`src/rtl/lock_pkg.sv`:
```
package lock_pkg;

    localparam int ADDR_W = 2;
    localparam int DATA_W = 32;

    // register map
    localparam logic [ADDR_W-1:0] A_MAIN_KEY  = 2'd0;
    localparam logic [ADDR_W-1:0] A_MAIN_CTRL = 2'd1;
    localparam logic [ADDR_W-1:0] A_OPT_KEY   = 2'd2;
    localparam logic [ADDR_W-1:0] A_OPT_CTRL  = 2'd3;

    // key pairs
    localparam logic [DATA_W-1:0] MAIN_KEY_A = 32'h4567_0123;
    localparam logic [DATA_W-1:0] MAIN_KEY_B = 32'hCDEF_89AB;
    localparam logic [DATA_W-1:0] OPT_KEY_A  = 32'h0819_2A3B;
    localparam logic [DATA_W-1:0] OPT_KEY_B  = 32'h4C5D_6E7F;

    typedef enum logic [1:0] {
        KS_LOCKED = 2'd0,
        KS_HALF   = 2'd1,
        KS_OPEN   = 2'd2,
        KS_FAULT  = 2'd3
    } key_state_e;

    typedef struct packed {
        logic              we;
        logic [ADDR_W-1:0] addr;
        logic [DATA_W-1:0] data;
    } reg_wr_t;

    // next state of a key channel on one key write
    function automatic key_state_e key_step(input key_state_e cur,
                                            input logic [DATA_W-1:0] d,
                                            input logic [DATA_W-1:0] ka,
                                            input logic [DATA_W-1:0] kb);
        key_state_e nxt;
        case (cur)
            KS_LOCKED: nxt = (d == ka) ? KS_HALF : KS_FAULT;
            KS_HALF:   nxt = (d == kb) ? KS_OPEN : KS_FAULT;
            default:   nxt = cur;
        endcase
        return nxt;
    endfunction

endpackage

```
`src/rtl/key_seq_fsm.sv`:
```
module key_seq_fsm
    import lock_pkg::*;
#(
    parameter logic [DATA_W-1:0] KEY_A = 32'h0,
    parameter logic [DATA_W-1:0] KEY_B = 32'h0
) (
    input  logic              clk,
    input  logic              rst,
    input  logic              enable,
    input  logic              key_we,
    input  logic [DATA_W-1:0] key_data,
    input  logic              relock,
    output logic              locked,
    output logic              fault
);

    key_state_e state_q;

    always_ff @(posedge clk) begin
        if (rst)
            state_q <= KS_LOCKED;
        else if (state_q == KS_FAULT)
            state_q <= KS_FAULT;
        else if (!enable || relock)
            state_q <= KS_LOCKED;
        else if (key_we)
            state_q <= key_step(state_q, key_data, KEY_A, KEY_B);
    end

    assign locked = (state_q != KS_OPEN);
    assign fault  = (state_q == KS_FAULT);


    fault_sticky_chk: assert property (@(posedge clk) disable iff (rst)
        fault |=> fault);


    unlock_from_half_chk: assert property (@(posedge clk) disable iff (rst)
        $fell(locked) |-> ($past(state_q) == KS_HALF) && $past(key_we));


    open_holds_chk: assert property (@(posedge clk) disable iff (rst)
        (!locked && enable && !relock) |=> !locked);

endmodule

```
`src/rtl/lock_ctrl_reg.sv`:
```
module lock_ctrl_reg
    import lock_pkg::*;
#(
    parameter int W        = DATA_W,
    parameter int LOCK_BIT = 0
) (
    input  logic         clk,
    input  logic         rst,
    input  logic         wr_sel,
    input  logic [W-1:0] wdata,
    input  logic         locked,
    output logic         relock_req,
    output logic [W-1:0] value
);

    localparam logic [W-1:0] KEEP_MASK = ~(W'(1) << LOCK_BIT);

    logic [W-1:0] stored_q;
    logic         accept;

    assign accept     = wr_sel && !locked;
    assign relock_req = accept && wdata[LOCK_BIT];

    always_ff @(posedge clk) begin
        if (rst)
            stored_q <= '0;
        else if (accept)
            stored_q <= wdata & KEEP_MASK;
    end

    always_comb begin
        value           = stored_q;
        value[LOCK_BIT] = locked;
    end


    locked_freeze_chk: assert property (@(posedge clk) disable iff (rst)
        locked |=> $stable(stored_q));

endmodule

```
`src/rtl/key_lock_unit.sv`:
```
module key_lock_unit
    import lock_pkg::*;
#(
    parameter int AW            = ADDR_W,
    parameter int MAIN_LOCK_BIT = 31,
    parameter int OPT_LOCK_BIT  = 0
) (
    input  logic              clk,
    input  logic              rst,
    input  logic              wr_en,
    input  logic [AW-1:0]     wr_addr,
    input  logic [DATA_W-1:0] wr_data,
    output logic              main_locked,
    output logic              opt_locked,
    output logic              key_fault,
    output logic [DATA_W-1:0] main_ctrl,
    output logic [DATA_W-1:0] opt_ctrl
);

    reg_wr_t bus;
    logic    main_relock, opt_relock;
    logic    main_fault, opt_fault;
    logic    opt_enable;

    assign bus.we   = wr_en;
    assign bus.addr = wr_addr;
    assign bus.data = wr_data;

    // option channel only runs while main is open and not relocking
    assign opt_enable = !main_locked && !main_relock;

    key_seq_fsm #(.KEY_A(MAIN_KEY_A), .KEY_B(MAIN_KEY_B)) u_main_keys (
        .clk      (clk),
        .rst      (rst),
        .enable   (1'b1),
        .key_we   (bus.we && bus.addr == A_MAIN_KEY),
        .key_data (bus.data),
        .relock   (main_relock),
        .locked   (main_locked),
        .fault    (main_fault)
    );

    key_seq_fsm #(.KEY_A(OPT_KEY_A), .KEY_B(OPT_KEY_B)) u_opt_keys (
        .clk      (clk),
        .rst      (rst),
        .enable   (opt_enable),
        .key_we   (bus.we && bus.addr == A_OPT_KEY),
        .key_data (bus.data),
        .relock   (opt_relock),
        .locked   (opt_locked),
        .fault    (opt_fault)
    );

    lock_ctrl_reg #(.W(DATA_W), .LOCK_BIT(MAIN_LOCK_BIT)) u_main_reg (
        .clk        (clk),
        .rst        (rst),
        .wr_sel     (bus.we && bus.addr == A_MAIN_CTRL),
        .wdata      (bus.data),
        .locked     (main_locked),
        .relock_req (main_relock),
        .value      (main_ctrl)
    );

    lock_ctrl_reg #(.W(DATA_W), .LOCK_BIT(OPT_LOCK_BIT)) u_opt_reg (
        .clk        (clk),
        .rst        (rst),
        .wr_sel     (bus.we && bus.addr == A_OPT_CTRL),
        .wdata      (bus.data),
        .locked     (opt_locked),
        .relock_req (opt_relock),
        .value      (opt_ctrl)
    );

    assign key_fault = main_fault || opt_fault;


    opt_needs_main_chk: assert property (@(posedge clk) disable iff (rst)
        !opt_locked |-> !main_locked);


    opt_no_fault_when_main_locked_chk: assert property (@(posedge clk) disable iff (rst)
        (main_locked && !opt_fault) |=> !opt_fault);

endmodule

```
`config.mk`:
```
export PLATFORM = sky130hd
export DESIGN_NAME = key_lock_unit
export DESIGN_NICKNAME = d
export VERILOG_FILES = /design/src/rtl/lock_pkg.sv /design/src/rtl/key_seq_fsm.sv /design/src/rtl/lock_ctrl_reg.sv /design/src/rtl/key_lock_unit.sv
export SDC_FILE = /design/constraint.sdc
export NUM_CORES = 1
export LEC_CHECK = 0
export ABC_AREA = 1
export BUFFER_PORTS_ARGS = -buffer_cell sky130_fd_sc_hd__buf_2
export CORE_AREA = 2 2 82 84
export CTS_CLUSTER_DIAMETER = 40
export CTS_CLUSTER_SIZE = 8
export DETAILED_ROUTE_END_ITERATION = 10
export DIE_AREA = 0 0 84 86
export GPL_ROUTABILITY_DRIVEN = 0
export PLACE_DENSITY_LB_ADDON = 0.12
export SYNTH_ARGS = -nofsm -noshare
export SYNTH_HDL_FRONTEND = slang
export SYNTH_SLANG_ARGS = --single-unit
```
`constraint.sdc`:
```
create_clock -name clk -period 1.38 [get_ports clk]
set_input_delay 0.207 -clock clk [delete_from_list [all_inputs] [get_ports clk]]
set_output_delay 0.207 -clock clk [all_outputs]
set_load 0.05 [all_outputs]
```
==> flow_metrics.env, run 1 <==
export IMPL_outcome="finished, violations left"
export IMPL_violations="negative setup slack"
export IMPL_synth_cells=379
export IMPL_grt_usage=0.217
export IMPL_max_clock_freq_mhz=689
export IMPL_final_nets=536
export IMPL_drcViolationCount=0
export IMPL_min_period_ns=1.45
export IMPL_skew_ns=0.00633
export IMPL_crit_path_top_delay_cell="dfxtp_4"
export IMPL_rsz0062_at_grt="true"
export IMPL_place_area_mm2=0.00333
export IMPL_end_kind="output pin"
export IMPL_p_leak_nw=1.90
export IMPL_num_io_pins=104
export IMPL_viasPerCell=5.04
export IMPL_clock_sinks=66
export IMPL_fin_ws_ns=-0.0704
export IMPL_ir_drop_mv=0.655
export IMPL_tightest_slew_ns=0.264
export IMPL_grt_pass1_wl_um=12300
export IMPL_first_pass_iters=4
export IMPL_avgSynthCellArea_um2=7.34
export IMPL_layout_cells_non_filler=577
export IMPL_drive_gt1_frac=0.378
export IMPL_placedCellCount=545
export IMPL_area_delta_synth_final_pct=42.2
export IMPL_grt_pass1_vias=2544
export IMPL_worstPathArrival_ns=1.24
export IMPL_cpPeakStageDelay_ns=0.36
export IMPL_dieArea_mm2=0.00722
export IMPL_fp_row_count=29
export IMPL_setup_viol=41
export IMPL_fin_area_mm2=0.00396
export IMPL_root_buffer="clkbuf_8"
export IMPL_maxCapViolations=0
export IMPL_path_max_fanout=2
export IMPL_core_mm2=0.00628
export IMPL_critPathLaunchType="register"
export IMPL_power_total_w=0.00400
export IMPL_antenna_found_initial=0
export IMPL_slew_viol_final=0
export IMPL_syn_cell_area_mm2=0.00278
export IMPL_die_h_um=86
export IMPL_overflow=0
export IMPL_drt_iter0_drc=164
export IMPL_required_ns=1.17
export IMPL_cts_tree="yes"
export IMPL_drtAntennaViolNets=0
export IMPL_relSlewSlack=0.823
export IMPL_start_util=0.443
export IMPL_wl_um=8710
export IMPL_post_drt_wl_per_cell_um=15.1
export IMPL_power_density_mw_per_mm2=1010
export IMPL_via_count=2908
export IMPL_htreeDepth=3
export IMPL_cts_buffer_depth=2
export IMPL_dp_slack_ns=-0.0461
export IMPL_portBuffers=103
export IMPL_hold_violations=0
export IMPL_yosysWarnings=0
export IMPL_fp_dieW_um=84
export IMPL_hp_class="primary input to register"
export IMPL_num_antenna_cells=0
export IMPL_grt_max_degree=44
export IMPL_cts_buffers=9
export IMPL_path_cells="buf_4 > ha_4 > inv_2 > o21ai_2 > buf_6"
export IMPL_hpwl_um=5690
export IMPL_tns_ns=-1.29
export IMPL_crit_type="register to output pin"
export IMPL_post_route_period_util=1.05
export IMPL_yosysSeqAreaShare=0.475
export IMPL_synth_nets=419
export IMPL_synth_cell_types=22
export IMPL_clkLatencyLatePin_ns=0.33
export IMPL_clk_pin_slew_ns=0.07
export IMPL_synth_seq_cells=66
export IMPL_cts_hold_buf=0
## worst max-delay path, delay by kind of cell (launching register included)
family / cells / cell delay (ns)
compound gates: 1 / 0.06
flops: 1 / 0.36
buf+inv: 3 / 0.35
fa+ha+maj: 1 / 0.16
## layer usage
| layer | GRT usage | part of all wire | up-vias |
|---|---|---|---|
| li1 | - | - | 1462 |
| met5 | 0 | 0 | - |
| met4 | 0.0968 | 0.016 | 0 |
| met3 | 0.0491 | 0.056 | 12 |
| met2 | 0.339 | 0.46 | 94 |
| met1 | 0.289 | 0.47 | 1340 |
## stage by stage
| stage | hold WS (ns) | utilization |
|---|---|---|
| after floorplan | 0.276 | - |
| after global placement | 0.407 | 0.531 |
| after detailed placement | 0.410 | 0.531 |
| after CTS | 0.0503 | 0.580 |
| after global routing | 0.0511 | 0.630 |
| final | 0.0597 | 0.630 |
## synthesized netlist by cell type
| cell | n | area (um^2) |
|---|---|---|
| dfxtp_1 | 66 | 1320 |
| nand3_1 | 13 | 65.1 |
| o21ai_0 | 48 | 240 |
| nor2_2 | 1 | 6.26 |
| nand4_1 | 2 | 12.5 |
| nand3_2 | 1 | 10.0 |
| a21oi_1 | 37 | 185 |
| buf_2 | 6 | 30.0 |
| clkbuf_1 | 6 | 22.5 |
| nand3b_1 | 3 | 22.5 |
| buf_4 | 3 | 22.5 |
| buf_6 | 6 | 67.6 |
| ha_1 | 3 | 37.5 |
| nor2_4 | 2 | 22.5 |
| inv_2 | 2 | 7.51 |
| nor2_1 | 94 | 353 |
| nand2_1 | 34 | 128 |
| o211ai_1 | 1 | 7.51 |
| nor3_1 | 5 | 25.0 |
| nand2_2 | 1 | 6.26 |
| inv_1 | 29 | 109 |
| o21ai_1 | 16 | 80.1 |
## sequential cells by signal (all words and copies together), names as in the netlist
signal / count
u_main_reg.stored_q: 31
u_main_keys.state_q: 2
u_opt_reg.stored_q: 31
u_opt_keys.state_q: 2
## cells in the final DEF, fill, tap and decap left out, types with 5 or more instances in the layout
cell,count
nand3_1,12
buf_4,12
nor3_1,5
o21ai_1,18
buf_12,5
a21oi_2,6
clkinvlp_4,5
nand2_1,32
dfxtp_1,62
clkbuf_8,9
a21oi_1,30
nor2_2,18
buf_2,98
o21ai_0,44
nor2_1,76
inv_1,24
## worst paths after layout
| kind | from | end | slack, ns | depth (start not counted) |
|---|---|---|---|---|
| max | u_opt_keys.state_q[1]$_SDFFE_PP0P_ | key_fault | -0.07 | 5 |
| min | rst | u_main_keys.state_q[1]$_SDFFE_PP0P_ | 0.06 | 2 |
| max reg2reg | u_opt_keys.state_q[1]$_SDFFE_PP0P_ | u_opt_reg.stored_q[2]$_SDFFE_PP0N_ | -0.06 | 8 |
| min reg2reg | u_opt_reg.stored_q[23]$_SDFFE_PP0N_ | u_opt_reg.stored_q[23]$_SDFFE_PP0N_ | 0.50 | 2 |
## kinds of logic after synthesis
family / Yosys count / synth area share
simple gates: 156 / 0.234
buf+inv: 52 / 0.0931
fa+ha+maj: 3 / 0.0135
flops: 66 / 0.475
compound gates: 102 / 0.184
## what timing repair did
action | in CTS | in global routing
endpoints found under the setup margin | 23 | 59
setup buffers | 3 | 10
endpoints found under the hold margin | 0 | 0
pin swaps | 3 | 15
gates cloned | 0 | 5
gates resized for setup | 26 | 44
## cell type report
class | count | area [um^2]
clock buffer | 10 | 128
timing repair buffer | 126 | 873
tap | 77 | 96.3
sequential | 66 | 1330
inverter | 31 | 130
fill | 575 | 2320
timing repair inverter | 1 | 7.51
clock inverter | 5 | 56.3
multi-input combinational | 261 | 1330
## power by group
part	leakage [nW]	total, W	internal [W]	switching (W)
registers	0.535	0.00195	0.00193	0.0000199
logic	1.28	0.000487	0.000159	0.000328
clock network	0.0921	0.00156	0.000822	0.000738
Note: power is estimated with default switching activity, not from simulation.
==> run 2: changes to the inputs <==
--- a/config.mk
+++ b/config.mk
@@ -14,6 +14,7 @@
 export DIE_AREA = 0 0 84 86
 export GPL_ROUTABILITY_DRIVEN = 0
 export PLACE_DENSITY_LB_ADDON = 0.12
+export SETUP_SLACK_MARGIN = 0.1
 export SYNTH_ARGS = -nofsm -noshare
 export SYNTH_HDL_FRONTEND = slang
 export SYNTH_SLANG_ARGS = --single-unit
==> run 2 against run 1 <==
Effect of this change: first-iteration DRC count increased by 38%; cell area increased by 14%; register-to-register slack improved by 0.03 ns; clock-buffer cell count increased by 2; non-clock buffer count increased by 10; combinational power increased by 18%; critical endpoint is now opt_ctrl[0]; cell count increased by 1.6%; maximum frequency increased by 0.59%; clock skew increased by 0.0026 ns; highest routed layer unchanged; routed wire length increased by 20%; clock power increased by 3%; the flow still finishes with violations (negative setup slack); sequential share of layout area decreased by 4.2 points.
==> flow_metrics.env, run 2 (synthesis results as in run 1) <==
export IMPL_wl_um=10400
export IMPL_layout_cells_non_filler=586
export IMPL_clk_pin_slew_ns=0.07
export IMPL_crit_type="register to output pin"
export IMPL_start_util=0.443
export IMPL_end_kind="output pin"
export IMPL_drcViolationCount=0
export IMPL_post_route_period_util=1.04
export IMPL_root_buffer="clkbuf_8"
export IMPL_relSlewSlack=0.787
export IMPL_first_pass_iters=5
export IMPL_fin_ws_ns=-0.0618
export IMPL_post_drt_wl_per_cell_um=17.8
export IMPL_ir_drop_mv=1.09
export IMPL_setup_viol=6
export IMPL_critPathLaunchType="register"
export IMPL_hp_class="primary input to register"
export IMPL_cts_tree="yes"
export IMPL_slew_viol_final=0
export IMPL_rsz0062_at_grt="true"
export IMPL_skew_ns=0.00891
export IMPL_cp_startpoint="u_opt_keys.state_q[0]$_SDFFE_PP0P_"
export IMPL_min_period_ns=1.44
export IMPL_grt_max_degree=54
export IMPL_cpPeakStageDelay_ns=0.35
export IMPL_via_count=3186
export IMPL_setup_worst_path_end="opt_ctrl[0]"
export IMPL_outcome="finished, violations left"
export IMPL_hold_violations=0
export IMPL_htreeDepth=3
export IMPL_min_path_cells=2
export IMPL_area_delta_synth_final_pct=62.1
export IMPL_mostFrequentLayoutCells="98 x buf_2, 65 x nor2_1, 62 x dfxtp_1, 32 x nand2_1, 31 x o21ai_1"
export IMPL_num_antenna_cells=0
export IMPL_num_io_pins=104
export IMPL_tightest_slew_ns=0.319
export IMPL_path_cells="inv_2 > ha_4 > buf_6 > clkinvlp_4 > buf_8"
export IMPL_max_clock_freq_mhz=694
export IMPL_grt_pass1_vias=3002
export IMPL_reg_top3="u_main_reg.stored_q: 31 flops, u_opt_reg.stored_q: 31 flops"
export IMPL_maxCapViolations=0
export IMPL_r2r_start="u_opt_keys.state_q[0]$_SDFFE_PP0P_"
export IMPL_violations="negative setup slack"
export IMPL_worst_r2r_path_depth=9
export IMPL_antenna_found_initial=0
export IMPL_crit_path_top_delay_cell="dfxtp_2"
export IMPL_core_mm2=0.00628
export IMPL_fillCellCount=482
export IMPL_fp_row_count=29
export IMPL_clkLatencyLatePin_ns=0.34
export IMPL_dieArea_mm2=0.00722
export IMPL_multi_input_area_mm2=0.00166
export IMPL_power_density_mw_per_mm2=918
export IMPL_hpwl_um=5880
export IMPL_overflow=0
export IMPL_final_nets=545
export IMPL_path_max_fanout=3
export IMPL_fin_util=0.718
export IMPL_placedCellCount=548
export IMPL_die_h_um=86
export IMPL_clock_sinks=66
export IMPL_drive_gt1_frac=0.495
export IMPL_grt_pass1_wl_um=14800
export IMPL_viasPerCell=5.44
export IMPL_fp_dieW_um=84
export IMPL_drt_iter0_drc=226
export IMPL_grt_usage=0.260
export IMPL_required_ns=1.17
export IMPL_portBuffers=103
export IMPL_regArea_mm2=0.00133
export IMPL_worstPathArrival_ns=1.23
export IMPL_tns_ns=-0.194
export IMPL_layout_commonest_cell="buf_2"
export IMPL_cts_buffer_depth=2
export IMPL_drtAntennaViolNets=0
export IMPL_r2r_slack_ns=-0.03
export IMPL_cts_buffers=9
export IMPL_p_leak_nw=2.00
export IMPL_r2r_end="u_opt_reg.stored_q[4]$_SDFFE_PP0N_"
run 2: area by class of cell:
| type | count | share of cell area |
|---|---|---|
| repair buffers | 136 | 0.245 |
| well taps | 77 | 0.0214 |
| clock inverters | 3 | 0.00888 |
| flip-flops and latches | 66 | 0.295 |
| multi-input cells | 261 | 0.369 |
| clock buffers | 12 | 0.0322 |
| inverters | 31 | 0.0294 |
run 2: power breakdown:
group	internal (W)	switching (W)	total (W)
logic	0.000191	0.000383	0.000574
clock network	0.000870	0.000738	0.00161
registers	0.00193	0.0000234	0.00196
run 2: routing by layer:
metal | wire length (um) | GRT usage
met1 | 4370 | 0.337
met2 | 5020 | 0.434
met3 | 702 | 0.0395
met4 | 325 | 0.114
met5 | 0 | 0
run 2: worst min-delay path by stage:
stage               startpoint                             endpoint  slack, ns
global placement           rst  u_main_keys.state_q[1]$_SDFFE_PP0P_       0.40
finish                     rst  u_main_keys.state_q[1]$_SDFFE_PP0P_       0.04
detailed placement         rst  u_main_keys.state_q[1]$_SDFFE_PP0P_       0.39
global route               rst  u_main_keys.state_q[1]$_SDFFE_PP0P_       0.05
floorplan                  rst  u_main_keys.state_q[1]$_SDFFE_PP0P_       0.28
CTS                        rst  u_main_keys.state_q[1]$_SDFFE_PP0P_       0.03
run 2: repair_timing:
item	4_1_cts	5_1_grt
hold buffers	0	0
setup buffers	9	5
gates cloned	4	5
hold endpoints to repair	0	0
resized for setup	89	103
pin swaps	23	27
setup endpoints to repair	53	69
run 2: stage by stage:
step | area [um^2] | power, W | setup slack (ns) | hold slack (ns)
2_1_floorplan | 2800 | 0.00225 | 0.102 | 0.276
3_3_place_gp | 3370 | 0.00241 | 0.000140 | 0.398
3_5_place_dp | 3370 | 0.00241 | -0.0368 | 0.387
4_1_cts | 4000 | 0.00404 | -0.0589 | 0.0307
5_1_grt | 4510 | 0.00424 | -0.111 | 0.0499
6_report | 4510 | 0.00414 | -0.0618 | 0.0409
run 2: critical path, delay by kind of cell, from the launching register on:
kind | cells | cell delay [ns]
buffers and inverters | 4 | 0.39
DFF | 1 | 0.35
adders and majority gates | 1 | 0.16
